### config.mk
export PLATFORM = sky130hd
export DESIGN_NAME = spi_dbuf_ctrl
export DESIGN_NICKNAME = d
export VERILOG_FILES = /design/src/rtl/spi_dbuf_pkg.sv /design/src/rtl/spi_sync_2ff.sv /design/src/rtl/spi_half_timer.sv /design/src/rtl/spi_shift_core.sv /design/src/rtl/spi_dbuf_ctrl.sv
export SDC_FILE = /design/constraint.sdc
export NUM_CORES = 1
export LEC_CHECK = 0
export ABC_CLOCK_PERIOD_IN_PS = 2400
export CORE_MARGIN = 3
export CORE_UTILIZATION = 50
export CTS_CLUSTER_DIAMETER = 120
export DETAILED_ROUTE_END_ITERATION = 12
export PLACE_DENSITY = 0.75
export SLEW_MARGIN = 20
export SYNTH_ARGS = -nofsm -noshare
export SYNTH_HDL_FRONTEND = slang
export SYNTH_HIERARCHICAL = 1
export SYNTH_SLANG_ARGS = --single-unit
### constraint.sdc
create_clock -name clk -period 2.4 [get_ports clk]
set_input_delay 0.24 -clock clk [delete_from_list [all_inputs] [get_ports clk]]
set_output_delay 0.24 -clock clk [all_outputs]
set_load 0.01 [all_outputs]
### src/rtl/spi_dbuf_pkg.sv
package spi_dbuf_pkg;
  localparam int REG_AW = 3;
  localparam int REG_DW = 16;

  localparam logic [REG_AW-1:0] A_STATUS = 3'h0;
  localparam logic [REG_AW-1:0] A_TXDATA = 3'h2;
  localparam logic [REG_AW-1:0] A_RXDATA = 3'h4;

  localparam int SB_TXE  = 0;
  localparam int SB_RXF  = 1;
  localparam int SB_BUSY = 2;
endpackage

### src/rtl/spi_sync_2ff.sv
module spi_sync_2ff #(
  parameter int W = 1,
  parameter logic [W-1:0] RST_VAL = '0
) (
  input  logic         clk,
  input  logic         rst,
  input  logic [W-1:0] d,
  output logic [W-1:0] q
);
  logic [W-1:0] meta;

  always_ff @(posedge clk) begin
    if (rst) begin
      meta <= RST_VAL;
      q    <= RST_VAL;
    end else begin
      meta <= d;
      q    <= meta;
    end
  end
endmodule

### src/rtl/spi_half_timer.sv
module spi_half_timer #(
  parameter int HALF_DIV = 4
) (
  input  logic clk,
  input  logic rst,
  input  logic run,
  output logic tick
);
  localparam int CNT_W = (HALF_DIV > 1) ? $clog2(HALF_DIV) : 1;
  localparam logic [CNT_W-1:0] LAST = CNT_W'(HALF_DIV - 1);

  logic [CNT_W-1:0] cnt;

  assign tick = run && (cnt == LAST);

  always_ff @(posedge clk) begin
    if (rst || !run)
      cnt <= '0;
    else if (tick)
      cnt <= '0;
    else
      cnt <= cnt + 1'b1;
  end
endmodule

### src/rtl/spi_shift_core.sv
module spi_shift_core #(
  parameter int CHAR_W   = 8,
  parameter int HALF_DIV = 4
) (
  input  logic              clk,
  input  logic              rst,
  input  logic              is_master,
  input  logic              tx_avail,
  input  logic [CHAR_W-1:0] tx_byte,
  output logic              tx_take,
  output logic              rx_done,
  output logic [CHAR_W-1:0] rx_byte,
  output logic              m_busy,
  output logic              sel_active,
  output logic              sck_out,
  output logic              ss_n_out,
  output logic              sdo,
  input  logic              sck_in,
  input  logic              sel_n_in,
  input  logic              sdi
);
  localparam int BC_W = (CHAR_W > 1) ? $clog2(CHAR_W) : 1;
  localparam logic [BC_W-1:0] BC_LAST = BC_W'(CHAR_W - 1);

  logic [CHAR_W-1:0] shreg;
  logic              smp;
  logic [BC_W-1:0]   bitcnt;
  logic              sclk_q;
  logic              tick;
  logic              sck_s, sel_s, sdi_s;
  logic              sck_d, sel_d;
  logic              sck_rise, sck_fall, sel_fall;
  logic              m_load, s_load_evt;

  spi_sync_2ff #(.W(3), .RST_VAL(3'b010)) u_sync (
    .clk (clk),
    .rst (rst),
    .d   ({sck_in, sel_n_in, sdi}),
    .q   ({sck_s, sel_s, sdi_s})
  );

  spi_half_timer #(.HALF_DIV(HALF_DIV)) u_timer (
    .clk  (clk),
    .rst  (rst),
    .run  (is_master && m_busy),
    .tick (tick)
  );

  assign sck_rise = sck_s && !sck_d;
  assign sck_fall = !sck_s && sck_d;
  assign sel_fall = !sel_s && sel_d;

  assign m_load     = is_master && !m_busy && tx_avail;
  assign s_load_evt = !is_master && !sel_s &&
                      (sel_fall || (sck_fall && bitcnt == BC_LAST));
  assign tx_take    = m_load || (s_load_evt && tx_avail);

  assign rx_byte = {shreg[CHAR_W-2:0], smp};
  assign rx_done = is_master ? (m_busy && tick && sclk_q && bitcnt == BC_LAST)
                             : (!sel_s && !sel_fall && sck_fall && bitcnt == BC_LAST);

  assign sdo        = shreg[CHAR_W-1];
  assign sck_out    = sclk_q;
  assign ss_n_out   = !m_busy;
  assign sel_active = !sel_s;

  always_ff @(posedge clk) begin
    if (rst) begin
      sck_d <= 1'b0;
      sel_d <= 1'b1;
    end else begin
      sck_d <= sck_s;
      sel_d <= sel_s;
    end
  end

  always_ff @(posedge clk) begin
    if (rst) begin
      shreg  <= '0;
      smp    <= 1'b0;
      bitcnt <= '0;
      sclk_q <= 1'b0;
      m_busy <= 1'b0;
    end else if (is_master) begin
      if (!m_busy) begin
        sclk_q <= 1'b0;
        if (tx_avail) begin
          shreg  <= tx_byte;
          bitcnt <= '0;
          m_busy <= 1'b1;
        end
      end else if (tick) begin
        if (!sclk_q) begin
          sclk_q <= 1'b1;
          smp    <= sdi;
        end else begin
          sclk_q <= 1'b0;
          shreg  <= {shreg[CHAR_W-2:0], smp};
          bitcnt <= bitcnt + 1'b1;
          if (bitcnt == BC_LAST) m_busy <= 1'b0;
        end
      end
    end else begin
      m_busy <= 1'b0;
      sclk_q <= 1'b0;
      if (sel_s) begin
        bitcnt <= '0;
      end else if (sel_fall) begin
        shreg  <= tx_avail ? tx_byte : '0;
        bitcnt <= '0;
      end else if (sck_rise) begin
        smp <= sdi_s;
      end else if (sck_fall) begin
        if (bitcnt == BC_LAST) begin
          shreg  <= tx_avail ? tx_byte : '0;
          bitcnt <= '0;
        end else begin
          shreg  <= {shreg[CHAR_W-2:0], smp};
          bitcnt <= bitcnt + 1'b1;
        end
      end
    end
  end

  p_sclk_idle_r4: assert property (@(posedge clk) disable iff (rst)
    (is_master && !m_busy) |-> !sclk_q);

  p_start_low_r4: assert property (@(posedge clk) disable iff (rst)
    (is_master && $rose(m_busy)) |-> !sclk_q);

  p_abort_r12: assert property (@(posedge clk) disable iff (rst)
    (!is_master && sel_s) |=> (bitcnt == '0));

  p_no_done_unsel_r12: assert property (@(posedge clk) disable iff (rst)
    (!is_master && sel_s) |-> !rx_done);
endmodule

### src/rtl/spi_dbuf_ctrl.sv
module spi_dbuf_ctrl
  import spi_dbuf_pkg::*;
#(
  parameter int HALF_DIV = 4,
  parameter int CHAR_W   = 8
) (
  input  logic              clk,
  input  logic              rst,
  input  logic              is_master,
  input  logic [REG_AW-1:0] bus_addr,
  input  logic              bus_wr,
  input  logic              bus_rd,
  input  logic [REG_DW-1:0] bus_wdata,
  output logic [REG_DW-1:0] bus_rdata,
  output logic              sck_out,
  output logic              ss_n_out,
  output logic              sdo,
  input  logic              sck_in,
  input  logic              sel_n_in,
  input  logic              sdi
);
  localparam int PAD_W = REG_DW - CHAR_W;

  logic [CHAR_W-1:0] tx_buf, rx_buf, rx_byte;
  logic              tx_empty, rx_full, ovr;
  logic              tx_take, rx_done, m_busy, sel_active;
  logic              wr_tx, rd_rx, busy_bit;

  assign wr_tx    = bus_wr && (bus_addr == A_TXDATA);
  assign rd_rx    = bus_rd && (bus_addr == A_RXDATA);
  assign busy_bit = is_master ? m_busy : sel_active;

  spi_shift_core #(.CHAR_W(CHAR_W), .HALF_DIV(HALF_DIV)) u_core (
    .clk        (clk),
    .rst        (rst),
    .is_master  (is_master),
    .tx_avail   (!tx_empty),
    .tx_byte    (tx_buf),
    .tx_take    (tx_take),
    .rx_done    (rx_done),
    .rx_byte    (rx_byte),
    .m_busy     (m_busy),
    .sel_active (sel_active),
    .sck_out    (sck_out),
    .ss_n_out   (ss_n_out),
    .sdo        (sdo),
    .sck_in     (sck_in),
    .sel_n_in   (sel_n_in),
    .sdi        (sdi)
  );

  always_ff @(posedge clk) begin
    if (rst) begin
      tx_buf   <= '0;
      tx_empty <= 1'b1;
    end else begin
      if (wr_tx) tx_buf <= bus_wdata[CHAR_W-1:0];
      if (wr_tx)        tx_empty <= 1'b0;
      else if (tx_take) tx_empty <= 1'b1;
    end
  end

  always_ff @(posedge clk) begin
    if (rst) begin
      rx_buf  <= '0;
      rx_full <= 1'b0;
      ovr     <= 1'b0;
    end else begin
      if (rx_done) begin
        rx_buf  <= rx_byte;
        rx_full <= 1'b1;
        if (rx_full && !rd_rx) ovr <= 1'b1;
      end else if (rd_rx) begin
        rx_full <= 1'b0;
      end
    end
  end

  always_ff @(posedge clk) begin
    if (rst) begin
      bus_rdata <= '0;
    end else if (bus_rd) begin
      unique case (bus_addr)
        A_STATUS: begin
          bus_rdata          <= '0;
          bus_rdata[SB_TXE]  <= tx_empty;
          bus_rdata[SB_RXF]  <= rx_full;
          bus_rdata[SB_BUSY] <= busy_bit;
        end
        A_RXDATA: bus_rdata <= {{PAD_W{1'b0}}, rx_buf};
        default:  bus_rdata <= '0;
      endcase
    end else begin
      bus_rdata <= '0;
    end
  end

  p_load_empty_r3: assert property (@(posedge clk) disable iff (rst)
    (tx_take && !wr_tx) |=> tx_empty);

  p_write_full_r3: assert property (@(posedge clk) disable iff (rst)
    wr_tx |=> !tx_empty);

  p_rx_set_r7: assert property (@(posedge clk) disable iff (rst)
    rx_done |=> rx_full);

  p_overrun_r8: assert property (@(posedge clk) disable iff (rst)
    (rx_done && rx_full && !rd_rx) |=> ovr);

  p_ovr_sticky_r8: assert property (@(posedge clk) disable iff (rst)
    ovr |=> ovr);

  p_upper_zero_r2: assert property (@(posedge clk) disable iff (rst)
    bus_rdata[REG_DW-1:CHAR_W] == '0);

  p_ss_tracks_busy_r4: assert property (@(posedge clk) disable iff (rst)
    is_master |-> (ss_n_out == !busy_bit));
endmodule

==> PnR_summary.wiki, run 1 <==
{| class="wikitable"
! Metric !! Value
|-
| Result of the run || complete, no violations
|-
| Clock tree from TritonCTS || built
|-
| Maximum buffer depth of the clock tree || 2
|-
| Total power of the final layout || 1480 uW
|-
| Vias in the first global route || between 1,000 and 1,500
|-
| Hold wc startpoint || u_core/u_sync/meta[1]
|-
| Core region area || 0.00412 mm^2
|-
| Share of Yosys cell area claimed by the top area cell type || between 40 and 50%
|-
| Post-DR wirelength/cell || between 10 and 15 um
|-
| Flop-to-flop setup slack || 370 ps
|-
| Post-CTS setup buffers || 0
|-
| Path class of the lowest-slack min-delay path || reg2reg
|-
| Endpoint class of the critical path || flop
|-
| Synth async-reset ratio || 0%
|-
| Synthesized-area fraction occupied by ao, oa, aoi and oai cells || a little over an eighth
|-
| Routability-driven placement congestion ratio || 0.843
|-
| Number of resized instances in the post-cts repair step || 0
|-
| Post-synthesis average cell area || 10.0 um^2
|-
| Adder-cell share of the synthesized area || 1.71%
|-
| Post-layout nets || 279
|-
| Number of different library cells in the post-synthesis netlist || 46
|-
| Starting density of the core || between 50% and 60%
|-
| Total clock buffers created by CTS || 5
|-
| Crit path time final || 2030 ps
|-
| Diodes inserted || 0
|-
| Signal arrival time at the worst endpoint || 2240 ps
|-
| Tot GR Track Use || 15.7%
|-
| Worst-case clock skew || 5.97 ps
|-
| Share of final-layout standard cells stronger than drive strength 1 || 9.20%
|-
| Warnings from Yosys || 6
|-
| Maximum ir drop on the vdd rail || 297 uV
|-
| Overall die width || just over 70 um
|-
| Leakage power of the design || ~0.001 uW
|-
| CP Launch Type || flop
|-
| Relative slew margins || between 60% and 70%
|-
| Final instance count without filler cells || 300
|-
| Drt first-iter violations || 94
|-
| Port Buffer Count || 29
|-
| Vias || 1,570
|-
| Final setup violating endpoints || 0
|-
| Clk sinks || 50
|-
| Critical Path Fanout Max || 10
|-
| Mux share of post-synthesis cell area || 10.1%
|-
| Worst-Margin Slew || 580 ps
|-
| Remaining routing DRC violations || 0
|-
| Synth Instances || 219
|-
| Die H || between 70 and 80 um
|-
| HPWL after detailed placement || approximately 2.8 mm
|-
| Global route overflow || 0
|-
| Final clock period utilization by the worst path || 84.6%
|-
| TNS Setup || 0 ps
|-
| Setup Crit Path Kind || reg2reg
|-
| Final standard cell area without fillers || 0.00257 mm^2
|-
| Clock root buffer || sky130_fd_sc_hd__clkbuf_8
|-
| Top FF cell, synth || sky130_fd_sc_hd__dfxtp_1
|-
| Reg2Reg Capture Point || rx_full
|-
| Unrepaired setup endpoints after global routing || no
|-
| Required time of the critical path || between 2000 and 3000 ps
|-
| Hold path cells || 1
|-
| Simple-Gate Fraction of Synth Area || between 20% and 30%
|-
| Most frequent standard cell in the layout excluding fill and tap cells || sky130_fd_sc_hd__dfxtp_1
|-
| Area contributors post-synth || sky130_fd_sc_hd__dfxtp_1 46%, sky130_fd_sc_hd__mux2i_1 9.6%, sky130_fd_sc_hd__nand2b_1 6.0%
|-
| Power density of the placed cells || 574 mW/mm^2
|-
| I/O pin cnt || 46
|-
| Post-layout utilization of the core || 62.4%
|-
| Count of TritonRoute iterations in the first routing pass || 4
|-
| Post-Route WL || 3.86 mm
|-
| F_max || 492 MHz
|-
| Worst hold path endpoint || u_core/u_sync/q[1]
|-
| Area growth from synthesis to final layout || 17.3%
|-
| Worst-skew pair later-pin latency || 300 ps
|-
| Total number of placement rows || 23
|-
| XOR/XNOR Fraction of Synth Area || 0.400%
|-
| Die Outline Area || 0.00521 mm^2
|-
| Number of cell instances on the worst register-to-register path || 8
|-
| Hold buffer count at CTS || 0
|-
| Antenna Violating Nets Remaining || 0
|-
| Number of antenna violations at the first check in global routing || 0
|-
| Pin count of the biggest net entering global routing || 23
|-
| Clock-pin slew on the worst setup and hold paths || 80 ps
|-
| Area after DPL || 0.00248 mm^2
|-
| Main combinational cell family by area after synthesis || simple AND/OR/NAND/NOR gates
|-
| Number of enable flip-flop cells after synthesis || 0
|-
| H-tree depth || 2
|-
| Wire length of the first global-routing pass || 6.40 mm
|-
| Synthesized cell area || 0.00219 mm^2
|-
| Vias/cell || 5.23
|-
| Critical R2R Launch || u_core/m_busy
|-
| Most frequent cells in the layout || 50 x sky130_fd_sc_hd__dfxtp_1, 29 x sky130_fd_sc_hd__clkdlybuf4s50_1, 21 x sky130_fd_sc_hd__mux2i_1, 21 x sky130_fd_sc_hd__nand2b_1, 16 x sky130_fd_sc_hd__nor2_1
|-
| Portion of the post-synthesis area used by sequential elements || a little under half
|-
| Max-slew violation count || 0
|-
| Count of placed standard cells including taps || roughly 300
|-
| Largest area contributor in the netlist || sky130_fd_sc_hd__dfxtp_1
|-
| Hold violation count in the final report || 0
|-
| Register bit count reported by yosys || 50
|-
| Number of violations of the max-capacitance limit || 0
|}
[how the worst max path moves through the flow]
stage | end | slack (ps) | startpoint | cells after the start
3_5_place_dp | rx_full | 150 | is_master | 9
2_1_floorplan | u_core/shreg[1] | 680 | u_core/m_busy | 8
4_1_cts | rx_full | 390 | u_core/m_busy | 8
6_report | rx_full | 370 | u_core/m_busy | 8
5_1_grt | rx_full | 180 | u_core/m_busy | 8
3_3_place_gp | rx_full | 210 | is_master | 9
[state kept, by name (all words and copies together), names as in the netlist]
register            cells
u_core/u_timer/cnt      2
u_core/m_busy           1
bus_rdata               8
tx_buf                  8
tx_empty                1
rx_full                 1
u_core/u_sync/meta      3
rx_buf                  8
u_core/bitcnt           3
u_core/sel_d            1
u_core/u_sync/q         3
u_core/sck_out          1
u_core/sck_d            1
u_core/smp              1
u_core/shreg            8
[per-layer routing]
metal	GRT usage [%]	up-vias	part of all wire, %
met4	7.72	0	2.0
met1	21.1	707	49
met3	2.49	8	6.1
li1	-	805	-
met5	0	-	0
met2	24.6	50	43
[metrics by stage]
stage,hold WS (ps),setup WS [ps]
finish,413,369
global route,434,178
CTS,413,387
detailed placement,394,153
global placement,390,213
floorplan,307,678
[synth_stat cells, drive strengths merged (4+ instances only)]
library cell,instances
a21oi,10
a22oi,7
and3,5
buf,17
dfxtp,50
inv,6
mux2i,21
nand2,6
nand2b,21
nor2,17
nor2b,9
nor3,4
o31ai,8
[area by class of cell]
cell class              instances  area [um^2]
fillers                       373         1550
clock buffers                   7         86.3
repair buffers                 35          335
well taps                      50         62.6
multi-input cells             151         1060
flip-flops and latches         50         1000
inverters                       6         22.5
clock inverters                 1         5.00
[power breakdown]
group	switching [uW]	internal [uW]
sequential	11.9	846
combinational	61.7	66.0
clock	257	233
[cell families (layout without fill, tap and decap cells)]
| group | Yosys count | after routing |
|---|---|---|
| buf+inv | 25 | 49 |
| mux | 22 | 22 |
| other cells | 1 | 8 |
| compound gates | 41 | 41 |
| fa+ha+maj | 3 | 3 |
| flops | 50 | 50 |
| simple gates | 76 | 76 |
| xor+xnor | 1 | 1 |
[worst max-delay path, stage by stage, from the launching register on]
cell                       delay, ps
sky130_fd_sc_hd__dfxtp_1         480
sky130_fd_sc_hd__nand2_2         150
sky130_fd_sc_hd__inv_1           190
sky130_fd_sc_hd__and2_1          230
sky130_fd_sc_hd__nand3_1         110
sky130_fd_sc_hd__o21ai_0         200
sky130_fd_sc_hd__buf_4           240
sky130_fd_sc_hd__nor2b_1          60
sky130_fd_sc_hd__a311oi_1        270
(Power assumes the default switching activity.)
==> inputs of run 2 (changes only) <==
--- a/config.mk
+++ b/config.mk
@@ -5,7 +5,7 @@
 export SDC_FILE = /design/constraint.sdc
 export NUM_CORES = 1
 export LEC_CHECK = 0
-export ABC_CLOCK_PERIOD_IN_PS = 2400
+export ABC_CLOCK_PERIOD_IN_PS = 2000
 export CORE_MARGIN = 3
 export CORE_UTILIZATION = 50
 export CTS_CLUSTER_DIAMETER = 120
==> constraint.sdc (replaced) <==
create_clock -name clk -period 2 [get_ports clk]
set_input_delay 0.2 -clock clk [delete_from_list [all_inputs] [get_ports clk]]
set_output_delay 0.2 -clock clk [all_outputs]
set_load 0.01 [all_outputs]
==> run 2 against run 1 <==
Net effect: power rose by 17%; maximum frequency rose by 11%; die area did not move; via count rose by 0.57%; utilization rose by 0.79 points; count of clock-buffer cells in the layout fell by 2; cell count rose by 1.7%; clock skew fell by 3.6 ps; worst setup slack got worse by 210 ps; flip-flop and latch count did not move; non-clock buffer count rose by 6; sequential power rose by 20%; critical endpoint is now u_core/bitcnt[1]; largest cell class unchanged; highest routed layer unchanged.
==> PnR_summary.wiki, run 2 (synthesized netlist as in run 1, its figures left out) <==
{| class="wikitable"
! Metric !! Value
|-
| Critical Path Fanout Max || 5 (-5)
|-
| Hold buffer count at CTS || 0 (unchanged)
|-
| I/O pin cnt || 46 (unchanged)
|-
| Result of the run || complete, no violations
|-
| Signal arrival time at the worst endpoint || 2070 ps (-170 ps)
|-
| Final clock period utilization by the worst path || 91.8% (+7.2 points)
|-
| Pin count of the biggest net entering global routing || 23 (unchanged)
|-
| Area growth from synthesis to final layout || 18.8%
|-
| Die H || 72.2 um (unchanged)
|-
| Number of antenna violations at the first check in global routing || 0 (unchanged)
|-
| Overall die width || 72.2 um (unchanged)
|-
| Global route overflow || 0 (unchanged)
|-
| Count of TritonRoute iterations in the first routing pass || 4 (unchanged)
|-
| Power density of the placed cells || 665 mW/mm^2 (+16%)
|-
| Setup Crit Path Kind || reg2reg
|-
| Maximum ir drop on the vdd rail || 441 uV (+48%)
|-
| Clock tree from TritonCTS || built
|-
| Most frequent cells in the layout || 50 x sky130_fd_sc_hd__dfxtp_1, 29 x sky130_fd_sc_hd__clkdlybuf4s50_1, 21 x sky130_fd_sc_hd__mux2i_1, 21 x sky130_fd_sc_hd__nand2b_1, 16 x sky130_fd_sc_hd__nor2_1
|-
| HPWL after detailed placement || 2.87 mm (+4.0%)
|-
| Post-CTS setup buffers || 0 (unchanged)
|-
| Vias in the first global route || 1,459 (+3.9%)
|-
| Clk sinks || 50 (unchanged)
|-
| Post-Route WL || 3.91 mm (+1.2%)
|-
| Clock-pin slew on the worst setup and hold paths || 80 ps (about the same)
|-
| TNS Setup || 0 ps (unchanged)
|-
| Remaining routing DRC violations || 0 (unchanged)
|-
| F_max || 545 MHz (+11%)
|-
| Vias/cell || 5.18 (-1.1%)
|-
| Routability-driven placement congestion ratio || 0.803 (-4.7%)
|-
| Starting density of the core || 53.2% (unchanged)
|-
| Worst-case clock skew || 2.36 ps (-3.60 ps)
|-
| Core region area || 0.00412 mm^2 (unchanged)
|-
| Share of final-layout standard cells stronger than drive strength 1 || 11.4% (+2.2 points)
|-
| Post-DR wirelength/cell || 12.8 um (-0.49%)
|-
| CP Launch Type || flop
|-
| Die Outline Area || 0.00521 mm^2 (unchanged)
|-
| Maximum buffer depth of the clock tree || 2 (unchanged)
|-
| Antenna Violating Nets Remaining || 0 (unchanged)
|-
| Required time of the critical path || 2230 ps (-380 ps)
|-
| Leakage power of the design || 0.00105 uW (+2.5%)
|-
| Tot GR Track Use || 16.3% (+0.53 points)
|-
| H-tree depth || 2 (unchanged)
|-
| Number of violations of the max-capacitance limit || 0 (unchanged)
|-
| Path class of the lowest-slack min-delay path || reg2reg
|-
| Drt first-iter violations || 60 (-36%)
|-
| Unrepaired setup endpoints after global routing || no
|-
| Number of resized instances in the post-cts repair step || 0 (unchanged)
|-
| Post-layout nets || 285 (+2.2%)
|-
| Worst-skew pair later-pin latency || 290 ps (about the same)
|-
| Endpoint class of the critical path || flop
|-
| Most frequent standard cell in the layout excluding fill and tap cells || sky130_fd_sc_hd__dfxtp_1
|-
| Diodes inserted || 0 (unchanged)
|-
| Final setup violating endpoints || 0 (unchanged)
|-
| Hold violation count in the final report || 0 (unchanged)
|-
| Max-slew violation count || 0 (unchanged)
|-
| Worst-case hold slack || 412 ps (-0.771 ps)
|-
| Wire length of the first global-routing pass || 6.67 mm (+4.1%)
|-
| Port Buffer Count || 29 (unchanged)
|-
| Total clock buffers created by CTS || 5 (unchanged)
|-
| Setup Slack @ Placement || 23.6 ps (-129 ps)
|-
| Clock root buffer || sky130_fd_sc_hd__clkbuf_8
|-
| Crit path time final || 1840 ps (-195 ps)
|-
| Total number of placement rows || 23 (unchanged)
|-
| Post-layout utilization of the core || 63.2% (+0.79 points)
|-
| Final setup margin || 164 ps (-205 ps)
|-
| Vias || 1,579 (+0.57%)
|}
==> run 2: area by class of cell <==
cell class	count	area (um^2)
timing repair buffer	41	380
clock inverter	2	10.0
fill	357	1510
multi-input combinational	151	1060
inverter	6	22.5
clock buffer	5	68.8
sequential	50	1000
tap	50	62.6
==> run 2: metrics by stage <==
| stage | std cells | cell area [um^2] | total power (uW) |
|---|---|---|---|
| after floorplan | 226 | 2220 | 1150 |
| after CTS | 305 | 2600 | 1750 |
| after detailed placement | 298 | 2520 | 1210 |
| after global routing | 305 | 2600 | 1800 |
| after global placement | 298 | 2520 | 1210 |
| final | 305 | 2600 | 1730 |
==> run 2: where the power goes <==
part	leakage [uW]	switching, uW	internal (uW)	total [uW]
clock network	0.0000438	309	235	544
logic	0.000606	73.5	83.2	157
registers	0.000405	14.6	1020	1030
total	0.00105	397	1330	1730
==> run 2: worst paths after layout <==
kind | start | to | slack [ps] | cells after the start
max reg2reg | u_core/bitcnt[0] | u_core/bitcnt[1] | 160 | 6
min | u_core/u_sync/meta[1] | u_core/u_sync/q[1] | 410 | 1
max | u_core/bitcnt[0] | u_core/bitcnt[1] | 160 | 6
min reg2reg | u_core/u_sync/meta[1] | u_core/u_sync/q[1] | 410 | 1
==> run 2: critical path, stage by stage, from the launching register on <==
cell and delay, ps:
sky130_fd_sc_hd__dfxtp_1 330, sky130_fd_sc_hd__ha_1 200, sky130_fd_sc_hd__ha_1 260, sky130_fd_sc_hd__or4_1 580, sky130_fd_sc_hd__a21boi_0 220, sky130_fd_sc_hd__mux2i_1 100
sky130_fd_sc_hd__nor2_1 80
==> run 2: per-layer routing <==
| layer | vias to the layer above | GRT usage [%] | wire length [um] |
|---|---|---|---|
| li1 | 817 | - | - |
| met1 | 716 | 20.9 | 1900 |
| met2 | 40 | 26.1 | 1750 |
| met3 | 6 | 3.88 | 190 |
| met4 | 0 | 6.89 | 68 |
| met5 | - | 0 | 0 |
==> inputs of run 3 (changes only) <==
--- a/config.mk
+++ b/config.mk
@@ -6,7 +6,6 @@
 export NUM_CORES = 1
 export LEC_CHECK = 0
 export ABC_CLOCK_PERIOD_IN_PS = 2000
-export CORE_MARGIN = 3
 export CORE_UTILIZATION = 50
 export CTS_CLUSTER_DIAMETER = 120
 export DETAILED_ROUTE_END_ITERATION = 12
==> run 3 against run 2 <==
Net effect: non-clock buffer count did not move; power is 4.7% higher; first-iteration DRC count increased by 72%; clock power grew 14%; flip-flop and latch count did not move; sequential share of layout area down 0.46 points; die area fell by 11%; critical path depth increased by 1; wire length increased by 0.74%; utilization rose by 0.76 points; global-route usage is 2.9 points higher; highest routed layer unchanged.
==> PnR_summary.wiki, run 3 (synthesized netlist as in run 1, its figures left out) <==
{| class="wikitable"
! Metric !! Value
|-
| Diodes inserted || 0 (unchanged)
|-
| Vias/cell || 5.27 (+1.8%)
|-
| Post-layout nets || 285 (unchanged)
|-
| Hold path cells || 1 (unchanged)
|-
| Total number of placement rows || 23 (unchanged)
|-
| Wire length of the first global-routing pass || 6.46 mm (-3.1%)
|-
| Critical R2R Launch || u_core/bitcnt[0]
|-
| Die H || 68.2 um (-5.5%)
|-
| F_max || 555 MHz (+1.8%)
|-
| Switching portion of total power || 24.9% (+2.0 points)
|-
| Number of cell instances on the worst register-to-register path || 7 (+1)
|-
| Count of TritonRoute iterations in the first routing pass || 4 (unchanged)
|-
| Flop-to-flop setup slack || 200 ps (+30 ps)
|-
| Max-slew violation count || 0 (unchanged)
|-
| HPWL after detailed placement || 2.82 mm (-1.7%)
|-
| Total clock buffers created by CTS || 5 (unchanged)
|-
| Unrepaired setup endpoints after global routing || no
|-
| Pin count of the biggest net entering global routing || 30 (+30%)
|-
| Combined area of the multi-input logic cells || 0.00106 mm^2 (unchanged)
|-
| Hold buffer count at CTS || 0 (unchanged)
|-
| Die Outline Area || 0.00465 mm^2 (-11%)
|-
| Clk pwr share || 34.2% (+2.8 points)
|-
| Most frequent cells in the layout || 50 x sky130_fd_sc_hd__dfxtp_1, 29 x sky130_fd_sc_hd__clkdlybuf4s50_1, 21 x sky130_fd_sc_hd__mux2i_1, 21 x sky130_fd_sc_hd__nand2b_1, 16 x sky130_fd_sc_hd__nor2_1
|-
| Area growth from synthesis to final layout || 20.2%
|-
| Most frequent standard cell in the layout excluding fill and tap cells || sky130_fd_sc_hd__dfxtp_1
|-
| Final setup violating endpoints || 0 (unchanged)
|-
| Worst hold path endpoint || u_core/u_sync/q[1]
|-
| Maximum ir drop on the vdd rail || 455 uV (+3.0%)
|-
| Hold violation count in the final report || 0 (unchanged)
|-
| Clock-pin slew on the worst setup and hold paths || 100 ps (+20 ps)
|-
| Core region area || 0.00412 mm^2 (unchanged)
|-
| Post-Route WL || 3.94 mm (+0.74%)
|-
| TNS Setup || 0 ps (unchanged)
|-
| Number of antenna violations at the first check in global routing || 0 (unchanged)
|-
| Clk sinks || 50 (unchanged)
|-
| Share of final-layout standard cells stronger than drive strength 1 || 11.7% (+0.35 points)
|-
| Relative slew margins || 64.5%
|-
| Vias || 1,612 (+2.1%)
|-
| Post-DR wirelength/cell || 12.9 um (+0.41%)
|-
| Post-CTS setup buffers || 0 (unchanged)
|-
| Clock root buffer || sky130_fd_sc_hd__clkbuf_8
|-
| Tot GR Track Use || 19.2% (+2.9 points)
|-
| Port Buffer Count || 29 (unchanged)
|-
| Worst-case clock skew || 10.3 ps (+7.97 ps)
|-
| Worst-Margin Slew || 531 ps
|-
| Routability-driven placement congestion ratio || 0.822 (+2.3%)
|-
| H-tree depth || 2 (unchanged)
|-
| Vias in the first global route || 1,379 (-5.5%)
|-
| Result of the run || complete, no violations
|-
| Antenna Violating Nets Remaining || 0 (unchanged)
|-
| Post-layout utilization of the core || 64.0% (+0.76 points)
|-
| Net switching power figure || 451 uW (+14%)
|-
| Path class of the lowest-slack min-delay path || reg2reg
|-
| Area taken by flip-flops and latches || 0.00100 mm^2 (unchanged)
|-
| Crit path time final || 1800 ps (-33.2 ps)
|-
| Final clock period utilization by the worst path || 90.1% (-1.7 points)
|-
| Starting density of the core || 53.2% (unchanged)
|-
| Total power of the final layout || 1810 uW (+4.7%)
|-
| Global route overflow || 0 (unchanged)
|-
| Reg2Reg Capture Point || rx_buf[4]
|-
| Hold wc startpoint || u_core/u_sync/meta[1]
|-
| Reg power frac || 56.9% (-2.6 points)
|-
| Worst-case hold slack || 414 ps (+1.71 ps)
|-
| Drt first-iter violations || 103 (+72%)
|-
| Number of violations of the max-capacitance limit || 0 (unchanged)
|-
| Remaining routing DRC violations || 0 (unchanged)
|-
| Power density of the placed cells || 688 mW/mm^2 (+3.4%)
|-
| Internal portion of total power || 1360 uW (+2.0%)
|-
| Fillers || 360 (+0.84%)
|-
| Signal arrival time at the worst endpoint || 2020 ps (-50 ps)
|-
| Clock tree from TritonCTS || built
|-
| Leakage power of the design || 0.00107 uW (+1.1%)
|-
| Endpoint class of the critical path || flop
|-
| Worst-skew pair later-pin latency || 310 ps (+20 ps)
|-
| I/O pin cnt || 46 (unchanged)
|-
| Critical Path Fanout Max || 10 (+5)
|-
| Number of resized instances in the post-cts repair step || 0 (unchanged)
|-
| Overall die width || 68.2 um (-5.5%)
|-
| CP Launch Type || flop
|-
| Required time of the critical path || 2220 ps (about the same)
|-
| Maximum buffer depth of the clock tree || 2 (unchanged)
|-
| Setup Crit Path Kind || reg2reg
|-
| Part of the total power dissipated in combinational logic || 8.9% (-0.2 points)
|}
[run 3: changes by cell type in the layout (fill, tap and decap cells not counted)]
cell                       change
sky130_fd_sc_hd__clkinv_4      +2
sky130_fd_sc_hd__inv_8         +1
sky130_fd_sc_hd__buf_12        +1
sky130_fd_sc_hd__clkinv_2      -2
sky130_fd_sc_hd__buf_4         -1
[run 3: stage by stage]
step	worst slack [ps]	cell area, um^2	cells
floorplan	278	2220	226
global placement	93.7	2530	298
detailed placement	12.6	2530	298
CTS	198	2630	306
global route	30.9	2630	306
finish	197	2630	306
[run 3: area by class of cell]
type                       instances  area share, %
multi-input combinational        151           40.1
timing repair buffer              41           14.9
clock buffer                       5           2.61
sequential                        50           38.0
inverter                           6          0.856
clock inverter                     3           1.09
tap                               50           2.38
[run 3: worst max-delay path by stage]
stage / startpoint / end / slack [ps] / cells after the start
floorplan: u_core/m_busy / u_core/shreg[1] / 280 / 8
global route: u_core/bitcnt[0] / rx_full / 30 / 7
detailed placement: is_master / rx_full / 10 / 9
CTS: u_core/bitcnt[0] / rx_buf[4] / 200 / 7
finish: u_core/bitcnt[0] / rx_buf[4] / 200 / 7
global placement: is_master / rx_full / 90 / 9
[run 3: critical path: stages, from the launching register on]
cell and delay (ps):
sky130_fd_sc_hd__dfxtp_1 360, sky130_fd_sc_hd__ha_1 170, sky130_fd_sc_hd__ha_1 290, sky130_fd_sc_hd__nand3_1 140, sky130_fd_sc_hd__o21ai_0 210, sky130_fd_sc_hd__buf_4 240, sky130_fd_sc_hd__mux2i_1 240, sky130_fd_sc_hd__nor2_1 60
[run 3: power by group through the flow]
stage          registers, uW  logic [uW]  clock network (uW)
2_1_floorplan           1050         104                   0
3_3_place_gp            1050         158                   0
3_5_place_dp            1050         160                   0
4_1_cts                 1030         161                 633
5_1_grt                 1030         177                 678
6_report                1030         161                 619
[run 3: layer usage]
layer | vias to the layer above | track usage [%] | part of all wire (%)
li1 | 821 | - | -
met1 | 725 | 26.5 | 50
met2 | 56 | 28.1 | 43
met3 | 10 | 5.00 | 4.4
met4 | 0 | 7.81 | 1.9
met5 | - | 0 | 0
